## src/rtl/aud_ser_pkg.sv

```systemverilog
package aud_ser_pkg;

    // Half-frame sequencer states
    typedef enum logic [1:0] {
        TX_WAIT  = 2'd0,
        TX_LEFT  = 2'd1,
        TX_RIGHT = 2'd2
    } tx_state_e;

endpackage

```

## src/rtl/aud_ser_clk.sv

```systemverilog
module aud_ser_clk #(
    parameter int MCLK_PER_FS    = 256,
    parameter int BITS_PER_FRAME = 64
) (
    input  logic clk,
    input  logic rst_n,
    input  logic slave_mode,
    input  logic bclk_in,
    input  logic wclk_in,
    output logic tick,
    output logic bclk_out,
    output logic ws_edge,
    output logic ws_level
);

    localparam int DIV      = MCLK_PER_FS / BITS_PER_FRAME;
    localparam int HALF_DIV = DIV / 2;
    localparam int CW       = (DIV > 1) ? $clog2(DIV) : 1;
    localparam logic [CW-1:0] CNT_LAST = CW'(DIV - 1);
    localparam logic [CW-1:0] CNT_MID  = CW'(HALF_DIV - 1);

    logic [CW-1:0] div_cnt;
    logic [2:0]    bsync;
    logic [1:0]    wsync;
    logic          ws_prev;
    logic          armed;
    logic          fall_seen;

    // Master divider: bclk_out rises mid-period and falls on the tick edge
    always_ff @(posedge clk) begin
        if (!rst_n) begin
            div_cnt  <= '0;
            bclk_out <= 1'b0;
        end else if (slave_mode) begin
            div_cnt  <= '0;
            bclk_out <= 1'b0;
        end else begin
            div_cnt <= (div_cnt == CNT_LAST) ? '0 : div_cnt + CW'(1);
            if (div_cnt == CNT_MID)
                bclk_out <= 1'b1;
            else if (div_cnt == CNT_LAST)
                bclk_out <= 1'b0;
        end
    end

    // Slave: oversample external clocks, detect falling bit-clock edges
    always_ff @(posedge clk) begin
        if (!rst_n) begin
            bsync   <= '0;
            wsync   <= '0;
            ws_prev <= 1'b0;
            armed   <= 1'b0;
        end else begin
            bsync <= {bsync[1:0], bclk_in};
            wsync <= {wsync[0], wclk_in};
            if (slave_mode && fall_seen) begin
                ws_prev <= wsync[1];
                armed   <= 1'b1;
            end
        end
    end

    always_comb begin
        fall_seen = bsync[2] & ~bsync[1];
        tick      = slave_mode ? fall_seen : (div_cnt == CNT_LAST);
        ws_level  = wsync[1];
        ws_edge   = armed && (wsync[1] != ws_prev);
    end

    // master tick coincides with the falling edge of bclk_out
    a_r2_fall_on_tick: assert property (@(posedge clk) disable iff (!rst_n)
        (!slave_mode && tick) |=> !bclk_out);

    // generated bit clock silent in slave mode
    a_r2_slave_quiet: assert property (@(posedge clk) disable iff (!rst_n)
        (slave_mode && $past(slave_mode)) |-> !bclk_out);

endmodule

```

## src/rtl/aud_ser_frame.sv

```systemverilog
module aud_ser_frame
    import aud_ser_pkg::*;
#(
    parameter int SAMPLE_W   = 24,
    parameter int HALF_SLOTS = 32
) (
    input  logic                clk,
    input  logic                rst_n,
    input  logic                slave_mode,
    input  logic                fmt_i2s,
    input  logic                tick,
    input  logic                ws_edge,
    input  logic                ws_level,
    input  logic                in_valid,
    input  logic [SAMPLE_W-1:0] in_left,
    input  logic [SAMPLE_W-1:0] in_right,
    output logic                in_ready,
    output logic                sdata,
    output logic                wclk_out,
    output logic                underrun
);

    localparam int SLOT_MAX = 2 * HALF_SLOTS - 1;
    localparam int SLW      = $clog2(SLOT_MAX + 1);
    localparam logic [SLW-1:0] SLOT_TOP = SLW'(SLOT_MAX);
    localparam logic [SLW-1:0] SLOT_END = SLW'(HALF_SLOTS - 1);
    localparam logic [SLW-1:0] SLOT_CUT = SLW'(SAMPLE_W - 1);
    localparam logic [SLW-1:0] SLOT_LEN = SLW'(SAMPLE_W);

    tx_state_e           state, state_nxt;
    logic [SLW-1:0]      slot, slot_nxt;
    logic [SAMPLE_W-1:0] held_l, held_r;
    logic                half_start, load, accept, cut, in_word;
    logic                bit_nxt, wclk_nxt;
    logic [SAMPLE_W-1:0] word_l, cur_word, prev_word, shifted;
    logic [SLW-1:0]      data_slot;

    // Next-state logic
    always_comb begin
        half_start = slave_mode ? ws_edge
                                : ((state == TX_WAIT) || (slot == SLOT_END));
        state_nxt  = state;
        if (tick && half_start) begin
            if (slave_mode) begin
                state_nxt = (ws_level ^ fmt_i2s) ? TX_LEFT : TX_RIGHT;
            end else begin
                unique case (state)
                    TX_WAIT:  state_nxt = TX_LEFT;
                    TX_LEFT:  state_nxt = TX_RIGHT;
                    TX_RIGHT: state_nxt = TX_LEFT;
                    default:  state_nxt = TX_LEFT;
                endcase
            end
        end
        if (!tick)
            slot_nxt = slot;
        else if (half_start)
            slot_nxt = '0;
        else
            slot_nxt = (slot == SLOT_TOP) ? slot : slot + SLW'(1);
    end

    // Sample selection and bit steering
    always_comb begin
        load      = tick && half_start && (state_nxt == TX_LEFT);
        accept    = load && in_valid;
        word_l    = accept ? in_left : held_l;
        cur_word  = (state_nxt == TX_LEFT) ? word_l : held_r;
        prev_word = (state == TX_LEFT) ? held_l : held_r;
        cut       = fmt_i2s && half_start && (state != TX_WAIT) && (slot == SLOT_CUT);
        data_slot = fmt_i2s ? slot_nxt - SLW'(1) : slot_nxt;
        in_word   = fmt_i2s ? ((slot_nxt != '0) && (slot_nxt <= SLOT_LEN))
                            : (slot_nxt < SLOT_LEN);
        shifted   = cur_word << data_slot;
        if (state_nxt == TX_WAIT)
            bit_nxt = 1'b0;
        else if (cut)
            bit_nxt = prev_word[0];
        else
            bit_nxt = in_word ? shifted[SAMPLE_W-1] : 1'b0;
        if (slave_mode || state_nxt == TX_WAIT)
            wclk_nxt = 1'b0;
        else
            wclk_nxt = (state_nxt == TX_LEFT) ^ fmt_i2s;
    end

    assign in_ready = load;

    // State register
    always_ff @(posedge clk) begin
        if (!rst_n) begin
            state <= TX_WAIT;
            slot  <= SLOT_END;
        end else begin
            state <= state_nxt;
            slot  <= slot_nxt;
        end
    end

    // Output and sample registers
    always_ff @(posedge clk) begin
        if (!rst_n) begin
            sdata    <= 1'b0;
            wclk_out <= 1'b0;
            underrun <= 1'b0;
            held_l   <= '0;
            held_r   <= '0;
        end else begin
            underrun <= load && !in_valid;
            if (tick) begin
                sdata    <= bit_nxt;
                wclk_out <= wclk_nxt;
            end
            if (accept) begin
                held_l <= in_left;
                held_r <= in_right;
            end
        end
    end

    // data only moves on a bit-clock falling edge
    a_r3_data_on_fall: assert property (@(posedge clk) disable iff (!rst_n)
        !tick |=> $stable(sdata));

    // a take always opens a left half-frame at slot 0
    a_r9_ready_opens_left: assert property (@(posedge clk) disable iff (!rst_n)
        in_ready |=> (state == TX_LEFT) && (slot == '0));

    // underrun only follows a take with nothing offered
    a_r10_underrun_cause: assert property (@(posedge clk) disable iff (!rst_n)
        underrun |-> $past(in_ready && !in_valid));

    // padding slots stay low
    a_r4_pad_low: assert property (@(posedge clk) disable iff (!rst_n)
        ((state != TX_WAIT) && (slot > SLOT_LEN)) |-> !sdata);

    // nothing is sent before the first half-frame
    a_r8_wait_silent: assert property (@(posedge clk) disable iff (!rst_n)
        (state == TX_WAIT) |-> (!sdata && !wclk_out));

endmodule

```

## src/rtl/aud_ser_tx.sv

```systemverilog
module aud_ser_tx #(
    parameter int SAMPLE_W    = 24,
    parameter int MCLK_PER_FS = 256
) (
    input  logic                clk,
    input  logic                rst_n,
    input  logic                slave_mode,
    input  logic                fmt_i2s,
    input  logic                in_valid,
    output logic                in_ready,
    input  logic [SAMPLE_W-1:0] in_left,
    input  logic [SAMPLE_W-1:0] in_right,
    input  logic                bclk_in,
    input  logic                wclk_in,
    output logic                bclk_out,
    output logic                wclk_out,
    output logic                sdata,
    output logic                underrun
);

    localparam int HALF_SLOTS     = 32;
    localparam int BITS_PER_FRAME = 2 * HALF_SLOTS;

    logic tick, ws_edge, ws_level;

    aud_ser_clk #(
        .MCLK_PER_FS   (MCLK_PER_FS),
        .BITS_PER_FRAME(BITS_PER_FRAME)
    ) u_clk (
        .clk       (clk),
        .rst_n     (rst_n),
        .slave_mode(slave_mode),
        .bclk_in   (bclk_in),
        .wclk_in   (wclk_in),
        .tick      (tick),
        .bclk_out  (bclk_out),
        .ws_edge   (ws_edge),
        .ws_level  (ws_level)
    );

    aud_ser_frame #(
        .SAMPLE_W  (SAMPLE_W),
        .HALF_SLOTS(HALF_SLOTS)
    ) u_frame (
        .clk       (clk),
        .rst_n     (rst_n),
        .slave_mode(slave_mode),
        .fmt_i2s   (fmt_i2s),
        .tick      (tick),
        .ws_edge   (ws_edge),
        .ws_level  (ws_level),
        .in_valid  (in_valid),
        .in_left   (in_left),
        .in_right  (in_right),
        .in_ready  (in_ready),
        .sdata     (sdata),
        .wclk_out  (wclk_out),
        .underrun  (underrun)
    );

endmodule

```

## config.mk

```make
export PLATFORM = sky130hd
export DESIGN_NAME = aud_ser_tx
export DESIGN_NICKNAME = d
export VERILOG_FILES = /design/src/rtl/aud_ser_pkg.sv /design/src/rtl/aud_ser_clk.sv /design/src/rtl/aud_ser_frame.sv /design/src/rtl/aud_ser_tx.sv
export SDC_FILE = /design/constraint.sdc
export NUM_CORES = 1
export LEC_CHECK = 0
export ABC_AREA = 1
export BUFFER_PORTS_ARGS = -buffer_cell sky130_fd_sc_hd__buf_2
export CORE_ASPECT_RATIO = 0.75
export CORE_UTILIZATION = 56
export DETAILED_ROUTE_END_ITERATION = 6
export GPL_ROUTABILITY_DRIVEN = 0
export PLACE_DENSITY = 0.85
export SETUP_SLACK_MARGIN = 0.3
export SLEW_MARGIN = 5
export SYNTH_ARGS = -nofsm -noshare
export SYNTH_HDL_FRONTEND = slang
export SYNTH_SLANG_ARGS = --single-unit
```

## constraint.sdc

```tcl
create_clock -name clk -period 3.6 [get_ports clk]
set_clock_uncertainty 0.15 [all_clocks]
set_input_delay 0.9 -clock clk [delete_from_list [all_inputs] [get_ports clk]]
set_output_delay 0.9 -clock clk [all_outputs]
set_load 0.01 [all_outputs]
```

==> results.cfg <==
[critical_path]
critical_path_class = input pin to flip-flop
timing.rr.start = u_frame.slot[0]
rrSetupSlack_ps = 630
reg2regPathDepth = 17
critPathLaunch = slave_mode
worstPathMaxFanout = 12
worstPathRequired_ps = 3650
r2r_end = u_frame.sdata
end_kind = flip-flop
cp-start-kind = input pin
cp.arrival_ps = 3130

[clocking]
cts_sinks = 69
h-tree-depth = 3
cts_buffer_depth = 2
cts_buffers = 9
clock-root-buffer = clkbuf_8
clock_latency_ps = 350
cts_resized = 0
cts_tree = built
clk_pin_slew_ps = 70
cts_hold_buf = 0
post_cts_buffers = 0

[outcome]
status = complete, no violations

[placement]
dpl_cell_area_sq_um = 3710
place_ws_ps = 161
hpwlAfterDp_mm = 5.93
portBuffers = 59
dp_cells = 624

[sta]
setup_viol = 0
rsz0062_at_grt = false
finalCriticalPeriod_ps = 3080
slew_headroom_pct = 35.5
setup_slack_ps = 520
clock.fmax_ghz = 0.325
slew_violations = 0
whs_ps = 269
finalSetupTns_ps = 0
hold_viol = 0
fin_crit_sh_pct = 85.6
worst_pin_slew_ps = 966

[floorplanning]
coreArea_sq_um = 5830
dieWidth_um = 91.6
dieArea_sq_um = 6340
row_count = 24
initial_core_util_pct = 57.9
num_io_pins = 60
die_h_um = 69.2

[worst_hold_path]
min_to = u_clk.bsync[1]
min_path_cells = 2
hp-start = u_clk.bsync[0]
hp-class = flip-flop to flip-flop

[routing]
drtAntennaViolNets = 0
num_vias = 3444
viasPerCell = 5.38
avgRoutedWirePerCell_um = 13.2
drt_iter0_markers = 433
drt_pre_antenna_iters = 6
totalWireLength_mm = 8.47
drc = 0

[synthesis]
muxShareOfSynthArea_pct = 0.334
yosysUniqueCellTypes = 33
ys_warn_count = 0
synth_top_family_by_area = simple AND/OR/NAND/NOR gates
synthTopCellsByArea = dfxtp_1, nand2_1, nor2_1
synth_simple_gate_area_share_pct = 29.6
synth_seq_cells = 69
syn_area_sq_um = 3370
ys.flop_type = dfxtp_1
ys_seq_area_share_pct = 40.9
syn_nets = 564
synthCells = 505
synth_xor_area_share_pct = 0.519
synth_compound_area_share_pct = 17.0
yosysTopAreaCell = dfxtp_1
synth_edf_count = 0
synth_top_area_share_pct = 40.9
ys_async_sr_fraction_pct = 0
yosysMostFrequentCell = nand2_1
synth_commonest_cells = nand2_1, nor2_1, dfxtp_1
syn_area_per_cell_sq_um = 6.68
synth_fa_ha_area_share_pct = 1.48

[power_and_ir_drop]
power.density_nw_per_um2 = 439
ir_drop_mv = 0.355
p_total_mw = 1.75
p_leak_nw = 1.92

[layout]
nNetsFinal = 616
final_util_pct = 68.4
syn_to_final_growth_pct = 18.2
finalNonFillerCells = 640
fillCellCount = 509
drive_gt1_share_pct = 18.1
num_antenna_cells = 0
stdcell_area_sq_um = 3990

[job]
timing.max_cap.violations = 0

[global_route]
grt_usage_pct = 27.9
grt_max_degree = 68
grt_pass1_wl_mm = 13.9
grt_remaining_overflow = 0
antenna_found_initial = 0
grt_pass1_vias = 3046
-- flip-flops by register name, summed over array words and instances (netlist names), 2 cells and up --
name            count
u_frame.held_l     24
u_frame.held_r     24
u_frame.slot        6
u_clk.bsync         3
u_clk.div_cnt       2
u_clk.wsync         2
u_frame.state       2
-- report_power, final --
part	internal, mW	switching, mW
logic	0.0649	0.106
clock network	0.499	0.301
registers	0.773	0.00677
-- metal layers --
layer | vias to the layer above | wire length, um | global-route usage [%]
met1 | 1528 | 3970 | 39.7
met3 | 17 | 858 | 8.55
li1 | 1719 | - | -
met5 | - | 0 | 0
met2 | 180 | 3490 | 39.3
met4 | 0 | 138 | 11.3
-- how the worst max path moves through the flow --
stage	slack, ps	to
after global placement	270	u_frame.sdata
after detailed placement	160	u_frame.sdata
after global routing	330	u_frame.sdata
after CTS	520	u_frame.sdata
final	520	u_frame.sdata
after floorplan	520	u_frame.sdata
-- final cells by class --
class	instances	area, sq um	area share, %
clock buffer	11	151	3.80
clock inverter	5	106	2.67
multi-input combinational	353	1670	41.9
sequential	69	1380	34.7
timing repair buffer	65	353	8.85
tap	78	97.6	2.45
inverter	59	225	5.65
-- placed cells by master, fill, tap and decap left out, types with 2 or more instances in the layout --
| cell | n |
|---|---|
| nand4_1 | 3 |
| buf_2 | 59 |
| nor2_1 | 80 |
| nor2_2 | 2 |
| o21ai_2 | 2 |
| inv_2 | 3 |
| o21ai_0 | 44 |
| nand2_1 | 106 |
| clkinvlp_4 | 2 |
| xor2_1 | 2 |
| ha_1 | 4 |
| o21ai_1 | 20 |
| nand3_1 | 35 |
| bufinv_16 | 3 |
| dfxtp_1 | 69 |
| clkbuf_8 | 11 |
| nor3_1 | 2 |
| nand2_2 | 3 |
| nand3_2 | 3 |
| buf_4 | 5 |
| inv_1 | 55 |
| a21oi_1 | 34 |
-- logic make-up after synthesis --
group / Yosys count
adder cells (fa/ha/maj): 4
XOR/XNOR: 2
AO/OA/AOI/OAI: 107
AND/OR/NAND/NOR: 239
flip-flops: 69
buffers and inverters: 83
multiplexers: 1
-- worst max-delay path: stages --
cell and delay (ps):
buf_2 140, nor2_1 250, o21ai_4 130, nand3_1 220
nand3_2 170, nand2_1 120, nand2_1 220, a21oi_1 270
o21ai_0 150, nand3_1 110, nand3_1 80, nand3_1 70
nand3_1 70, nand2_1 70, nand2_1 40, nand2_1 60
a21oi_2 50
No activity file was read; power rests on OpenSTA's default activity.
